## src/rtl/mhc_pkg.sv

```systemverilog
package mhc_pkg;

    localparam int LFSR_W = 8;

    typedef enum logic [1:0] {
        DM_STORED = 2'd0,
        DM_BANKS  = 2'd1,
        DM_ADDED  = 2'd2,
        DM_SPARE  = 2'd3
    } dmode_e;

    // number of set bits of m strictly below position upto
    function automatic int ones_below(input logic [63:0] m, input int upto);
        int n;
        n = 0;
        for (int k = 0; k < 64; k++) begin
            if (k < upto && m[k]) n++;
        end
        return n;
    endfunction

    function automatic logic [LFSR_W-1:0] lfsr_step(input logic [LFSR_W-1:0] s);
        return {s[6:0], s[7] ^ s[5] ^ s[4] ^ s[3]};
    endfunction

endpackage

```

## src/rtl/mhc_history.sv

```systemverilog
module mhc_history #(
    parameter int CODE_W = 4,
    parameter int DEPTH  = 3,
    parameter logic [CODE_W*DEPTH-1:0] MASK = 12'h18F,
    parameter int IDX_W  = 6
) (
    input  logic              clk,
    input  logic              rst_n,
    input  logic              in_valid,
    input  logic [CODE_W-1:0] in_code,
    output logic [IDX_W-1:0]  idx_o,
    output logic              full_o
);
    localparam int HIST_W = CODE_W * DEPTH;
    localparam int FILL_W = $clog2(DEPTH + 1);

    typedef struct packed {
        logic [HIST_W-1:0] hist;
        logic [FILL_W-1:0] fill;
    } hstate_t;

    hstate_t st_d, st_q;

    always_comb begin
        st_d = st_q;
        if (in_valid) begin
            st_d.hist = {st_q.hist[HIST_W-CODE_W-1:0], in_code};
            if (st_q.fill != FILL_W'(DEPTH)) st_d.fill = st_q.fill + 1'b1;
        end
    end

    always_ff @(posedge clk) begin
        if (!rst_n) st_q <= '0;
        else        st_q <= st_d;
    end

    // pack the selected history bits, in ascending order, into the index
    for (genvar b = 0; b < HIST_W; b++) begin : g_pick
        if (MASK[b]) begin : g_on
            localparam int POS = mhc_pkg::ones_below(64'(MASK), b);
            assign idx_o[POS] = st_q.hist[b];
        end
    end

    assign full_o = (st_q.fill == FILL_W'(DEPTH));

    a_r2_hold_when_idle: assert property (@(posedge clk) disable iff (!rst_n)
        !in_valid |=> $stable(st_q.hist));
    a_r3_valid_sticky: assert property (@(posedge clk) disable iff (!rst_n)
        full_o |=> full_o);
    a_r3_fill_needs_sample: assert property (@(posedge clk) disable iff (!rst_n)
        $rose(full_o) |-> $past(in_valid));

endmodule

```

## src/rtl/mhc_table.sv

```systemverilog
module mhc_table #(
    parameter int IDX_W  = 6,
    parameter int EST_W  = 6,
    parameter int NBANK  = 2,
    parameter int BSEL_W = 1
) (
    input  logic                   clk,
    input  logic                   wr_en,
    input  logic [BSEL_W-1:0]      wr_bank,
    input  logic [IDX_W-1:0]       wr_idx,
    input  logic [EST_W-1:0]       wr_data,
    input  logic [IDX_W-1:0]       rd_idx,
    output logic [NBANK*EST_W-1:0] rd_flat
);
    localparam int ENTRIES = 1 << IDX_W;

    logic [EST_W-1:0] mem_q [NBANK][ENTRIES];

    always_ff @(posedge clk) begin
        if (wr_en) mem_q[wr_bank][wr_idx] <= wr_data;
    end

    for (genvar b = 0; b < NBANK; b++) begin : g_bank
        assign rd_flat[b*EST_W +: EST_W] = mem_q[b][rd_idx];
    end

endmodule

```

## src/rtl/mhc_dither.sv

```systemverilog
module mhc_dither #(
    parameter int CODE_W = 4,
    parameter int EST_W  = 6,
    parameter int NBANK  = 2,
    parameter int BSEL_W = 1
) (
    input  logic                        clk,
    input  logic                        rst_n,
    input  logic                        adv,
    input  logic [mhc_pkg::LFSR_W-1:0]  seed,
    input  logic [1:0]                  mode,
    input  logic [NBANK*EST_W-1:0]      rd_flat,
    output logic [CODE_W-1:0]           code_o
);
    import mhc_pkg::*;

    localparam int FRAC_W = EST_W - CODE_W;

    logic [LFSR_W-1:0] lfsr_d, lfsr_q, seed_fix;
    logic [EST_W-1:0]  entry;
    logic [EST_W:0]    sum;

    always_comb begin
        lfsr_d   = adv ? lfsr_step(lfsr_q) : lfsr_q;
        seed_fix = (seed == '0) ? LFSR_W'(1) : seed;
    end

    always_ff @(posedge clk) begin
        if (!rst_n) lfsr_q <= seed_fix;
        else        lfsr_q <= lfsr_d;
    end

    always_comb begin
        entry = rd_flat[EST_W-1:0];
        if (mode == DM_BANKS) begin
            for (int b = 0; b < NBANK; b++) begin
                if (BSEL_W'(b) == lfsr_q[BSEL_W-1:0]) entry = rd_flat[b*EST_W +: EST_W];
            end
        end
        sum = {1'b0, entry} + (EST_W+1)'(lfsr_q[FRAC_W-1:0]);
        if (mode == DM_ADDED) code_o = sum[EST_W] ? '1 : sum[EST_W-1:FRAC_W];
        else                  code_o = entry[EST_W-1:FRAC_W];
    end

    a_r8_lfsr_nonzero: assert property (@(posedge clk) disable iff (!rst_n)
        lfsr_q != '0);
    a_r8_lfsr_holds: assert property (@(posedge clk) disable iff (!rst_n)
        !adv |=> $stable(lfsr_q));
    a_r7_added_not_below: assert property (@(posedge clk) disable iff (!rst_n)
        (mode == DM_ADDED) |-> (code_o >= rd_flat[EST_W-1:FRAC_W]));

endmodule

```

## src/rtl/masked_hist_corrector.sv

```systemverilog
module masked_hist_corrector #(
    parameter int CODE_W = 4,
    parameter int DEPTH  = 3,
    parameter logic [CODE_W*DEPTH-1:0] MASK = 12'h18F,
    parameter int FRAC_W = 2,
    parameter int NBANK  = 2,
    localparam int HIST_W = CODE_W * DEPTH,
    localparam int IDX_W  = mhc_pkg::ones_below(64'(MASK), HIST_W),
    localparam int EST_W  = CODE_W + FRAC_W,
    localparam int BSEL_W = (NBANK > 1) ? $clog2(NBANK) : 1
) (
    input  logic                       clk,
    input  logic                       rst_n,
    input  logic                       in_valid,
    input  logic [CODE_W-1:0]          in_code,
    input  logic [1:0]                 dmode,
    input  logic [mhc_pkg::LFSR_W-1:0] seed,
    input  logic                       tw_en,
    input  logic [BSEL_W-1:0]          tw_bank,
    input  logic [IDX_W-1:0]           tw_idx,
    input  logic [EST_W-1:0]           tw_data,
    output logic [CODE_W-1:0]          out_code,
    output logic                       out_valid
);
    logic [IDX_W-1:0]       idx;
    logic [NBANK*EST_W-1:0] rd_flat;

    mhc_history #(.CODE_W(CODE_W), .DEPTH(DEPTH), .MASK(MASK), .IDX_W(IDX_W)) u_hist (
        .clk(clk), .rst_n(rst_n), .in_valid(in_valid), .in_code(in_code),
        .idx_o(idx), .full_o(out_valid)
    );

    mhc_table #(.IDX_W(IDX_W), .EST_W(EST_W), .NBANK(NBANK), .BSEL_W(BSEL_W)) u_tbl (
        .clk(clk), .wr_en(tw_en), .wr_bank(tw_bank), .wr_idx(tw_idx), .wr_data(tw_data),
        .rd_idx(idx), .rd_flat(rd_flat)
    );

    mhc_dither #(.CODE_W(CODE_W), .EST_W(EST_W), .NBANK(NBANK), .BSEL_W(BSEL_W)) u_dith (
        .clk(clk), .rst_n(rst_n), .adv(in_valid), .seed(seed), .mode(dmode),
        .rd_flat(rd_flat), .code_o(out_code)
    );

endmodule

```

## config.mk

```make
export PLATFORM = sky130hd
export DESIGN_NAME = masked_hist_corrector
export DESIGN_NICKNAME = d
export VERILOG_FILES = /design/src/rtl/mhc_pkg.sv /design/src/rtl/mhc_history.sv /design/src/rtl/mhc_table.sv /design/src/rtl/mhc_dither.sv /design/src/rtl/masked_hist_corrector.sv
export SDC_FILE = /design/constraint.sdc
export NUM_CORES = 1
export LEC_CHECK = 0
export BUFFER_PORTS_ARGS = -buffer_cell sky130_fd_sc_hd__buf_2
export CAP_MARGIN = 20
export CORE_MARGIN = 4
export CORE_UTILIZATION = 48
export CTS_CLUSTER_DIAMETER = 150
export CTS_CLUSTER_SIZE = 16
export DETAILED_ROUTE_END_ITERATION = 6
export SLEW_MARGIN = 20
export SYNTH_ARGS = -nofsm -noshare
export SYNTH_HDL_FRONTEND = slang
export SYNTH_HIERARCHICAL = 1
export SYNTH_SLANG_ARGS = --single-unit
export TNS_END_PERCENT = 20
```

## constraint.sdc

```tcl
create_clock -name clk -period 4.3 [get_ports clk]
set_input_delay 0.215 -clock clk [delete_from_list [all_inputs] [get_ports clk]]
set_output_delay 0.215 -clock clk [all_outputs]
set_load 0.01 [all_outputs]
```

Word level (Yosys, flattened, before mapping)
Memories as Yosys holds them, arrays and structs flattened.
Cells that the tools add are included.
- add/subtract/negate cells: 2
- $lt $le $gt $ge: 3
- eq/ne operators: 5
- mux-type cells: 17
- bitwise gates (word level): 5
- reduce and logical (&&, ||, !) cells: 3
- operators with widths (kind ; number):
    384-bit 2-to-1 mux ; 1
    6-bit binary-select mux with 6-bit select ; 2
    6-bit 2-to-1 mux ; 7
    6-bit demux with 6-bit select ; 1
    8-bit 2-to-1 mux ; 3
    7-bit greater-or-equal comparator, second input constant ; 2
    6-bit NOT with 7-bit output ; 2
    8-bit zero test ; 1
    4-bit 2-to-1 mux ; 2
    6-bit by 2-bit adder with 7-bit output ; 1
    7-bit by 1-bit < comparator with 1-bit output, second input constant ; 1
    2-bit == test, second input constant ; 2
    1-bit bitwise XOR ; 3
    2-bit by 1-bit adder with 2-bit output, second input constant ; 1
    2-bit by 1-bit == test with 1-bit output, second input constant ; 1
    2-bit by 1-bit inequality test with 1-bit output, second input constant ; 1
    2-bit inequality test, second input constant ; 1
    2-bit AND reduction ; 1
    1-bit logical AND ; 1
    1-bit 2-to-1 mux ; 1
- register bits: 19
- memory bits (writable): 768
- input bits: 31
- output and inout port bits: 5
- logic and storage cells: 39
- memories kept: 1
- memory list (name ; depth ; bits a word ; read ports ; clocked after memory_dff ; wr ports ; line ; text):
    u_tbl.mem_q ; 2 ; 384 ; 2 ; 0 ; 1 ; mhc_table.sv:17 ; logic [EST_W-1:0] mem_q [NBANK][ENTRIES];

Longest topological paths before layout
Gate-level depths: netlist of the first run.
- depth after elaboration: 9
- depth in mapped cells: 15

Modules after synthesis
Netlist of the first run, hierarchy kept.
- modules (own cells, without submodules) (module ; instances ; cells each ; area each (µm²)):
    mhc_table ; 1 ; 1438 ; 30078.8
    mhc_dither ; 1 ; 50 ; 584.3
    mhc_history ; 1 ; 39 ; 419.2

Worst setup path after synthesis of the first run
Ideal clock, no wire load.
- path kind: register to output
- start point: register u_hist.st_q, in the netlist u_hist/idx_o[0]
- end point: output port out_code[2]
- arrival: 3.188 ns
- required time: 4.085 ns
- path slack: 0.897 ns
- cell stages (with the launch flop): 16
- path buffers: 5
- cell sequence: dfxtp_1 > buf_4 > buf_6 > buf_12 > buf_6 > buf_4 > mux4_2 > o22ai_1 > nand2_1 > a31o_1 > mux2_2 > ha_1 > a31oi_2 > nor3_4 > and4_1 > nor3_2
- cells in the longest elaborated chain, start to end: 9
- elaborated cells between the ends (all ways): 12
- those cells by class: add/sub: 1; mux: 10; bitwise: 1
- RTL lines (what ; line ; text):
    start, declared ; mhc_history.sv:22 ; hstate_t st_d, st_q;
    start signal, assigned ; mhc_history.sv:34 ; else st_q <= st_d;
    6-bit NOT with 7-bit output (not written as such) * ; mhc_table.sv:24 ; assign rd_flat[b*EST_W +: EST_W] = mem_q[b][rd_idx];
    6-bit binary-select mux with 6-bit select * ; mhc_table.sv:24 ;
    6-bit 2-to-1 mux (not written as such) * (2 in a row) ; mhc_table.sv:24 ;
    named net rd_flat[1] ; masked_hist_corrector.sv:26 ; logic [NBANK*EST_W-1:0] rd_flat;
    6-bit 2-to-1 mux ; mhc_dither.sv:37 ; if (BSEL_W'(b) == lfsr_q[BSEL_W-1:0]) entry = rd_flat[b*EST_W +: EST_W];
    6-bit 2-to-1 mux * ; mhc_dither.sv:35 ; if (mode == DM_BANKS) begin
    6-bit by 2-bit adder with 7-bit output * ; mhc_dither.sv:40 ; sum = {1'b0, entry} + (EST_W+1)'(lfsr_q[FRAC_W-1:0]);
    4-bit 2-to-1 mux * (2 in a row) ; mhc_dither.sv:41 ; if (mode == DM_ADDED) code_o = sum[EST_W] ? '1 : sum[EST_W-1:FRAC_W];
    end, declared ; masked_hist_corrector.sv:22 ; output logic [CODE_W-1:0] out_code,
The timed path passes the listed nets; every way through them passes the cells marked *. The select of a mux whose other input is x is not followed.

Worst setup path in the final report of the first run
- start point: register u_hist.st_q, in the netlist u_hist/idx_o[0]
- end point: output port out_code[0]
- cells in the longest elaborated chain, start to end: 9
- elaborated cells between the ends (all ways): 12
- those cells by class: add/sub: 1; mux: 10; bitwise: 1
- RTL lines (what ; line):
    6-bit NOT with 7-bit output (not written as such) ; mhc_table.sv:24
    6-bit binary-select mux with 6-bit select ; mhc_table.sv:24
    6-bit 2-to-1 mux (not written as such) (2 in a row) ; mhc_table.sv:24
    named net rd_flat[9] ; masked_hist_corrector.sv:26
    6-bit 2-to-1 mux ; mhc_dither.sv:37
    6-bit 2-to-1 mux ; mhc_dither.sv:35
    6-bit by 2-bit adder with 7-bit output ; mhc_dither.sv:40
    4-bit 2-to-1 mux (2 in a row) ; mhc_dither.sv:41
The timed path passes the listed nets, and every way through them passes these cells. The select of a mux whose other input is x is not followed.

==> metrics, run 1 <==
Crit path arrival time 3990 ps; Post-DP Area 29700 um^2; critical path's slowest cell mux4_2; Leakage 9.51 nW; Final setup viols 0; fin crit period 4200 ps; Max Cap Viol 0; Final Slew Violations 0; crit path cell chain buf_6 -> buf_4 -> buf_4 -> mux4_2 -> mux2i_1 -> a21oi_1 -> o21ai_1 -> o21ai_1 -> nand3_1 -> nor2_1 -> a41oi_1 -> a31oi_1 -> buf_2; Fmax achieved 238 MHz; CTS tree yes; largest net degree at the start of global routing 85; Startpoint Class flip-flop; total track usage 0.210; fraction of power consumed by sequential logic 0.592; die footprint 63700 um^2; hpwl dp 42300 um; Hold Worst Slack 45.7 ps; Crit path required time 4090 ps; total number of vias 14226; Netlist Area Pre-Place 28700 um^2; RSZ-0062 raised after global routing no; Setup CP Type reg2out; reg-to-reg slack, setup 2610 ps; IO Count 36; Crit path buffers/inverters 4; antenna violations before repair 5; worst setup margin 99.4 ps; Hold Vio Cnt, Final 0; CTS root buffer clkbuf_16; cell family with most CP delay multiplexers; 1st-iter DRT viols 1545; final std cells w/o fill 2313; core footprint 59100 um^2; Max-Slew Margin vs Limit 0.299; clk slew on worst S/H paths 80 ps; filler cell count 4537; Critical Path Max Stage Delay 570 ps; detailed-route vias per instance 6.15; peak supply drop 297 uV; Sw Share 0.213; Initial Util 0.485; Placed Instances 2186; synthesized area per cell 20.0 um^2; part of the cycle the worst path needs 0.977; routability cong. 0.852; total grt overflow 0; Final Util 0.536; routed len/inst 29.1 um; Core Rows 89; Die Y 252 um; Critical Path End Type output port; fin nets 1548; Cell Int Power 10.3 mW; vias in the first global route 14067; Comb pwr share 0.066; Syn Inst Count 1431; P&R area growth vs syn 10.5%; commonest non-fill, non-tap cell in the layout edfxtp_1; power share of the clock group 0.341; Final ANT Viol Nets 0; Hold Path Class in2reg; Num CTS Buffers 51; Net Switching 2.81 mW; leading cell types in the layout, fill and taps excluded edfxtp_1, mux4_2, nor2_1; Syn. warnings 6; H-tree depth 2; # port buffers 35; first-pass GRT wire length 97600 um; chip width 252 um; TNS Setup 0 ps; Max FO, Critical Path 15; post-synthesis net count 1464; layout cell share with drive strength beyond 1 0.250; # DRC 0; WL final 67200 um; clk sinks 721; Pwr Density 415 nW/um^2; Max Clock Skew 8.87 ps; DP Worst Slack 450 ps; Layout Cell Area excl Fill 31700 um^2; Max Buffers Root-to-Sink 3; outcome finished, final reports clean; Tightest Pin Transition 1050 ps; worst skew pair latency 610 ps; Power, Total 13.1 mW; drt first pass iters 5
## metal layers
metal | up-vias | wire (um) | global-route usage
li1 | 5971 | - | -
met1 | 7545 | 27700 | 0.311
met2 | 603 | 32000 | 0.325
met3 | 101 | 6010 | 0.0490
met4 | 6 | 1490 | 0.0460
met5 | - | 39 | 0
## final cells by class
| class | count | area [um^2] | share of cell area |
|---|---|---|---|
| Antenna cell | 1 | 2.50 | 0.0000790 |
| Inverter | 3 | 11.3 | 0.000355 |
| Sequential cell | 721 | 21600 | 0.681 |
| Multi-Input combinational cell | 615 | 6610 | 0.209 |
| Clock buffer | 74 | 1380 | 0.0437 |
| Clock inverter | 3 | 41.3 | 0.00130 |
| Timing Repair Buffer | 123 | 1100 | 0.0347 |
| Tap cell | 773 | 967 | 0.0305 |
## sequential cells by signal (all words and copies together) (netlist names)
signal,count
u_dith/lfsr_q,8
u_tbl/mem_q,704
u_hist/idx_o,6
u_hist/st_q,3
## what timing repair did
| item | 4_1_cts | 5_1_grt |
|---|---|---|
| setup endpoints to repair | 4 | 4 |
| setup buffers | 8 | 26 |
| hold endpoints to repair | 12 | 0 |
| pin swaps | 1 | 2 |
| gates resized for setup | 4 | 8 |
| hold buffers | 12 | 0 |
| gates cloned | 1 | 2 |
## path summary, 6_finish.rpt
kind / start / to / cells past startpoint
setup / recovery: u_hist/idx_o[0] / out_code[0] / 13
hold / removal: rst_n / u_hist/st_q[1] / 3
setup reg to reg: u_hist/idx_o[4] / u_hist/idx_o[4] / 4
hold reg to reg: u_hist/st_q[1] / u_hist/st_q[1] / 2
## worst min-delay path, cell delays in order
cell	delay, ps
buf_2	220
nand2_1	110
mux2i_1	50
## power groups by stage
stage	combinational, mW	clock (mW)	sequential (mW)
2_1_floorplan	0.487	0	7.92
3_3_place_gp	0.777	0	7.95
3_5_place_dp	0.787	0	7.96
4_1_cts	0.822	4.61	7.79
5_1_grt	0.929	4.87	7.79
6_report	0.871	4.49	7.79
(Power assumes the default switching activity.)
==> run 2, diff against run 1 <==
- CELL_PAD_IN_SITES_DETAIL_PLACEMENT: unset -> 0
- CELL_PAD_IN_SITES_GLOBAL_PLACEMENT: unset -> 2
- PLACE_DENSITY_LB_ADDON: unset -> 0.1
==> run 2 against run 1 <==
Net effect:
- highest routed layer is now met4
- sequential power hardly changed
- largest cell class unchanged
- final area is 0.39% lower
- routed wire length is 2.4% higher
- critical path depth is 1 higher
- global-route usage is 0.54 points higher
- die area stayed put
- via count is 1.7% lower
==> metrics, run 2 (synthesis results as in run 1) <==
outcome finished, final reports clean; Fmax achieved 238 MHz (-0.12%); detailed-route vias per instance 6.09 (-1.0%); first-pass GRT wire length 99000 um (+1.4%); Placed Instances 2196 (+0.46%); Crit path arrival time 3990 ps (about the same); Leakage 9.46 nW (-0.59%); IO Count 36 (unchanged); routed len/inst 30.0 um (+3.0%); CTS tree yes; drt first pass iters 5 (unchanged); Largest register FFs 704 (unchanged); largest net degree at the start of global routing 93 (+9.4%); Final Slew Violations 0 (unchanged); H-tree depth 2 (unchanged); Final setup viols 0 (unchanged); Hold Path Class in2reg; TNS Setup 0 ps (unchanged); peak supply drop 364 uV (+23%); Setup CP Type reg2out; total track usage 0.215 (+0.00537); P&R area growth vs syn 10.1%; part of the cycle the worst path needs 0.978 (+0.00116); layout cell share with drive strength beyond 1 0.252 (+0.00181); Crit path required time 4090 ps (about the same); fin nets 1546 (-0.13%); routability cong. 0.781 (-8.3%); WL final 68800 um (+2.4%); Pwr Density 414 nW/um^2 (-0.11%); Max FO, Critical Path 5 (-10); total number of vias 13987 (-1.7%); Startpoint Class flip-flop; worst setup margin 94.4 ps (-4.97 ps); worst skew pair latency 590 ps (-20 ps); Hold Vio Cnt, Final 0 (unchanged); leading cell types in the layout, fill and taps excluded edfxtp_1, mux4_2, nor2_1; antenna violations before repair 2 (-3); commonest non-fill, non-tap cell in the layout edfxtp_1; core footprint 59100 um^2 (unchanged); total grt overflow 0 (unchanged); Critical Path End Type output port; Num CTS Buffers 51 (unchanged); most flop-heavy register u_tbl/mem_q; fin crit period 4210 ps (+4.97 ps); Max Cap Viol 0 (unchanged); clk sinks 721 (unchanged); # DRC 0 (unchanged); Final ANT Viol Nets 0 (unchanged); DP Worst Slack 456 ps (+6.37 ps); Tightest Pin Transition 1140 ps (+88.4 ps); final std cells w/o fill 2298 (-0.65%); hpwl dp 44300 um (+4.8%); Max-Slew Margin vs Limit 0.240 (-0.0591); Initial Util 0.485 (unchanged); Hold Path Depth 2 (-1); 1st-iter DRT viols 1268 (-18%); die footprint 63700 um^2 (unchanged); chip width 252 um (unchanged); # port buffers 35 (unchanged); clk slew on worst S/H paths 70 ps (about the same); Hold Worst Slack 78.4 ps (+32.8 ps); reg2reg path depth 4 (unchanged); vias in the first global route 14221 (+1.1%); Max Buffers Root-to-Sink 3 (unchanged); Die Y 252 um (unchanged); CTS root buffer clkbuf_16; Max Clock Skew 3.60 ps (-5.27 ps); Core Rows 89 (unchanged); Power, Total 13.1 mW (-0.49%); RSZ-0062 raised after global routing no
-- run 2: metal layers --
metal | vias up | global-route usage | share of wire
met1 | 7522 | 0.324 | 0.45
met4 | 0 | 0.0509 | 0.021
li1 | 5953 | - | -
met2 | 427 | 0.336 | 0.47
met3 | 85 | 0.0364 | 0.062
met5 | - | 0 | 0
-- run 2: worst paths after layout --
path	slack, ps	to	start
worst min-delay path	80	u_hist/idx_o[4]	rst_n
worst min register to register	470	u_hist/st_q[1]	u_hist/st_q[1]
worst max-delay path	90	out_code[2]	u_hist/idx_o[0]
worst max register to register	3030	u_hist/idx_o[1]	u_hist/idx_o[1]
-- run 2: area by class of cell --
| class | instances | area (um^2) |
|---|---|---|
| clock buffers | 61 | 1340 |
| repair buffers | 121 | 1020 |
| clock inverters | 3 | 41.3 |
| flip-flops and latches | 721 | 21600 |
| inverters | 3 | 11.3 |
| fillers | 4640 | 27600 |
| well taps | 773 | 967 |
| diodes | 1 | 2.50 |
| multi-input cells | 615 | 6620 |
-- run 2: what timing repair did --
| action | 4_1_cts | 5_1_grt |
|---|---|---|
| gates resized for setup | 4 | 6 |
| hold endpoints to repair | 12 | 0 |
| pin swaps | 0 | 4 |
| setup buffers | 4 | 20 |
| setup endpoints to repair | 4 | 4 |
| gates cloned | 0 | 1 |
| hold buffers | 12 | 0 |
-- run 2: per-stage QoR --
step,utilization,cell area (um^2)
detailed placement,0.503,29800
finish,0.534,31600
global placement,0.503,29800
global route,0.534,31600
CTS,0.529,31300
floorplan,-,28700
-- run 2: worst max-delay path, cell delays in order (launching register included) --
cell      delay, ps
dfxtp_4         390
buf_4           170
buf_4           120
mux4_2          480
nor2b_1         150
a211oi_2        340
nor3b_1         100
a31o_1          240
mux2_2          320
ha_4            230
a31oi_4         260
nor3_4           80
and4_1          210
nor3_2          140
buf_2           150
-- run 2: where the power goes --
group / switching, mW / internal (mW)
Sequential: 0.0380 / 7.75
Clock: 2.25 / 2.18
Combinational: 0.508 / 0.348
Total: 2.80 / 10.3
==> run 3, diff against run 2 <==
- CORE_ASPECT_RATIO: unset -> 1.2
- SYNTH_HIERARCHICAL: 1 -> unset
==> run 3 against run 2 <==
Net effect:
- first-iteration DRC count up 22%
- largest power group unchanged
- largest cell class unchanged
- the run now ends with setup timing left
- die area increased by 0.41%
- synthesized cell count grew 1.1%
==> metrics, run 3 <==
Comb pwr share 0.068 (+0.003); Hold Vio Cnt, Final 0 (unchanged); fin nets 1566 (+1.3%); Pwr Density 414 nW/um^2 (-0.16%); Netlist Area Pre-Place 28800 um^2 (+0.40%); Die Y 276 um (+9.5%); critical path's slowest cell mux4_2; peak supply drop 362 uV (-0.64%); Fmax achieved 215 MHz (-9.7%); Largest register FFs 704 (unchanged); Final setup viols 4 (+4); Hold Path Class in2reg; Synth Flop Type edfxtp_1; 1st-iter DRT viols 1547 (+22%); commonest non-fill, non-tap cell in the layout edfxtp_1; detailed-route vias per instance 6.07 (-0.34%); power share of the clock group 0.340 (about the same); Startpoint Class flip-flop; top post-synthesis cells by count edfxtp_1, nor2_1, mux4_2, mux2i_1, nand2_1; CTS root buffer clkbuf_16; crit path cell chain bufbuf_16 -> mux4_2 -> mux4_2 -> mux4_2 -> mux2_4 -> ha_4 -> a311oi_2 -> o2111ai_1 -> nand4_1 -> nor2_2 -> and4_1 -> a21oi_2 -> buf_2; post-synth top area cell edfxtp_1; CTS tree yes; chip width 232 um (-8.3%); P&R area growth vs syn 10.5%; routability cong. 0.821 (+5.1%); vias in the first global route 14432 (+1.5%); worst hold start rst_n; cell family with most CP delay multiplexers; routed len/inst 32.1 um (+7.1%); top post-synthesis cells by area edfxtp_1, mux4_2, mux2i_1; Num CTS Buffers 51 (unchanged); CP dominant cell by count mux4_2; Crit path arrival time 4440 ps (+450 ps); Sw Share 0.214 (+0.000543); total number of vias 14230 (+1.7%); Syn Inst Count 1447 (+1.1%); asr flop ratio synth 0; RSZ-0062 raised after global routing yes; Syn. warnings 0 (-6); Hold Worst Slack 40.8 ps (-37.6 ps); fin crit period 4660 ps (+454 ps); count leader, synth edfxtp_1; # port buffers 35 (unchanged); clk sinks 721 (unchanged); Final ANT Viol Nets 0 (unchanged); antenna violations before repair 2 (unchanged); Crit path required time 4090 ps (about the same); Tightest Pin Transition 1100 ps (-36.9 ps); # DRC 0 (unchanged); R2R Path End u_hist.idx_o[1]; EDFF count, synth 712; Ant. Diodes 0 (-1); WL final 75300 um (+9.4%); worst skew pair latency 610 ps (+20 ps); Cell Int Power 10.3 mW (+0.53%); Crit path buffers/inverters 2 (-1); Max FO, Critical Path 5 (unchanged); number of distinct library cells after synthesis 58; Core Rows 98 (+10%); Max Buffers Root-to-Sink 3 (unchanged); WP depth 13 (-1); core footprint 59500 um^2 (+0.57%); Critical Path End Type output port; outcome complete, but fails checks; die footprint 64000 um^2 (+0.41%); IO Count 36 (unchanged); synthesized area per cell 19.9 um^2 (-0.71%); post-synthesis net count 1480 (+1.1%); fraction of power consumed by sequential logic 0.592 (-0.004); total track usage 0.236 (+0.0206); layout cell share with drive strength beyond 1 0.221 (-0.0308); largest net degree at the start of global routing 129 (+39%); reg2reg start u_hist.idx_o[1]; most flop-heavy register u_tbl.mem_q; Hold Path Depth 2 (unchanged); Synth top area share 0.742; Max-Slew Margin vs Limit 0.267 (+0.0268); Final Slew Violations 0 (unchanged); Max Clock Skew 1.82 ps (-1.78 ps); reg2reg path depth 4 (unchanged); Setup CP Type reg2out; leading cell types in the layout, fill and taps excluded edfxtp_1, nor2_1, mux4_2; Final Util 0.535 (+0.000995); Max Cap Viol 0 (unchanged); worst setup margin -359 ps (-454 ps); Critical Path Max Stage Delay 530 ps (+50 ps); clk slew on worst S/H paths 70 ps (about the same); Leakage 9.67 nW (+2.2%); Synth Register Bits 721; H-tree depth 2 (unchanged); Net Switching 2.82 mW (+0.85%); drt first pass iters 5 (unchanged); total grt overflow 0 (unchanged); reg-to-reg slack, setup 2920 ps (-110 ps); hpwl dp 49000 um (+11%); Hold Path End u_hist.idx_o[2]; Initial Util 0.484 (-0.000851); failing checks setup timing; DP Worst Slack 157 ps (-299 ps); part of the cycle the worst path needs 1.08 (+0.105); first-pass GRT wire length 107000 um (+8.3%); sequential area share after synthesis 0.749
## run 3: cells by family after synthesis
kind of cell | share of synthesized area
flip-flops | 0.749
buffers and inverters | 0.0173
XOR/XNOR | 0.00122
AO/OA/AOI/OAI | 0.0234
AND/OR/NAND/NOR | 0.0436
multiplexers | 0.165
adder cells (fa/ha/maj) | 0.000869
## run 3: worst max-delay path by stage
stage	slack, ps	to	start
floorplan	290	out_code[3]	u_hist.idx_o[1]
global placement	170	out_code[3]	u_hist.idx_o[0]
detailed placement	160	out_code[3]	u_hist.idx_o[0]
CTS	-350	out_code[2]	u_hist.idx_o[0]
global route	-530	out_code[2]	u_hist.idx_o[0]
finish	-360	out_code[2]	u_hist.idx_o[0]
## run 3: area by class of cell
class,count,area (um^2)
timing repair buffer,114,1030
sequential,721,21600
tap,800,1000
multi-input combinational,638,6790
inverter,7,28.8
clock inverter,1,16.3
clock buffer,65,1370
fill,4679,27700
## run 3: metal layers
layer / global-route usage / up-vias / part of all wire
met2: 0.378 / 492 / 0.49
met1: 0.335 / 7559 / 0.42
met3: 0.0388 / 119 / 0.057
li1: - / 6060 / -
met5: 0 / - / 0
met4: 0.0774 / 0 / 0.036
## run 3: worst reg2reg max path: stages, from the launching register on
cell	delay, ps
dfxtp_4	570
buf_12	220
buf_12	210
mux2i_1	120
nor2b_1	170
## run 3: power by group through the flow
stage	logic, mW	clock network (mW)	registers (mW)
3_3_place_gp	0.851	0	7.94
4_1_cts	0.900	4.56	7.79
5_1_grt	0.948	4.85	7.79
3_5_place_dp	0.858	0	7.94
2_1_floorplan	0.488	0	7.92
6_report	0.896	4.48	7.79
## run 3: through the flow
| stage | total power [mW] | instance area [um^2] | instances | TNS (ps) |
|---|---|---|---|---|
| floorplan | 8.41 | 28800 | 1447 | 0 |
| global route | 13.6 | 31800 | 2346 | -1890 |
| global placement | 8.79 | 30100 | 2260 | 0 |
| CTS | 13.2 | 31800 | 2346 | -1280 |
| detailed placement | 8.80 | 30100 | 2260 | 0 |
| finish | 13.2 | 31800 | 2346 | -1270 |
## run 3: repair_timing
action                     in CTS  in global routing
setup buffers                   6                  0
hold endpoints to repair       12                  0
cloned                          2                  0
setup endpoints to repair       4                  4
resized for setup              15                  2
hold buffers                   12                  0
pin swaps                       7                  5
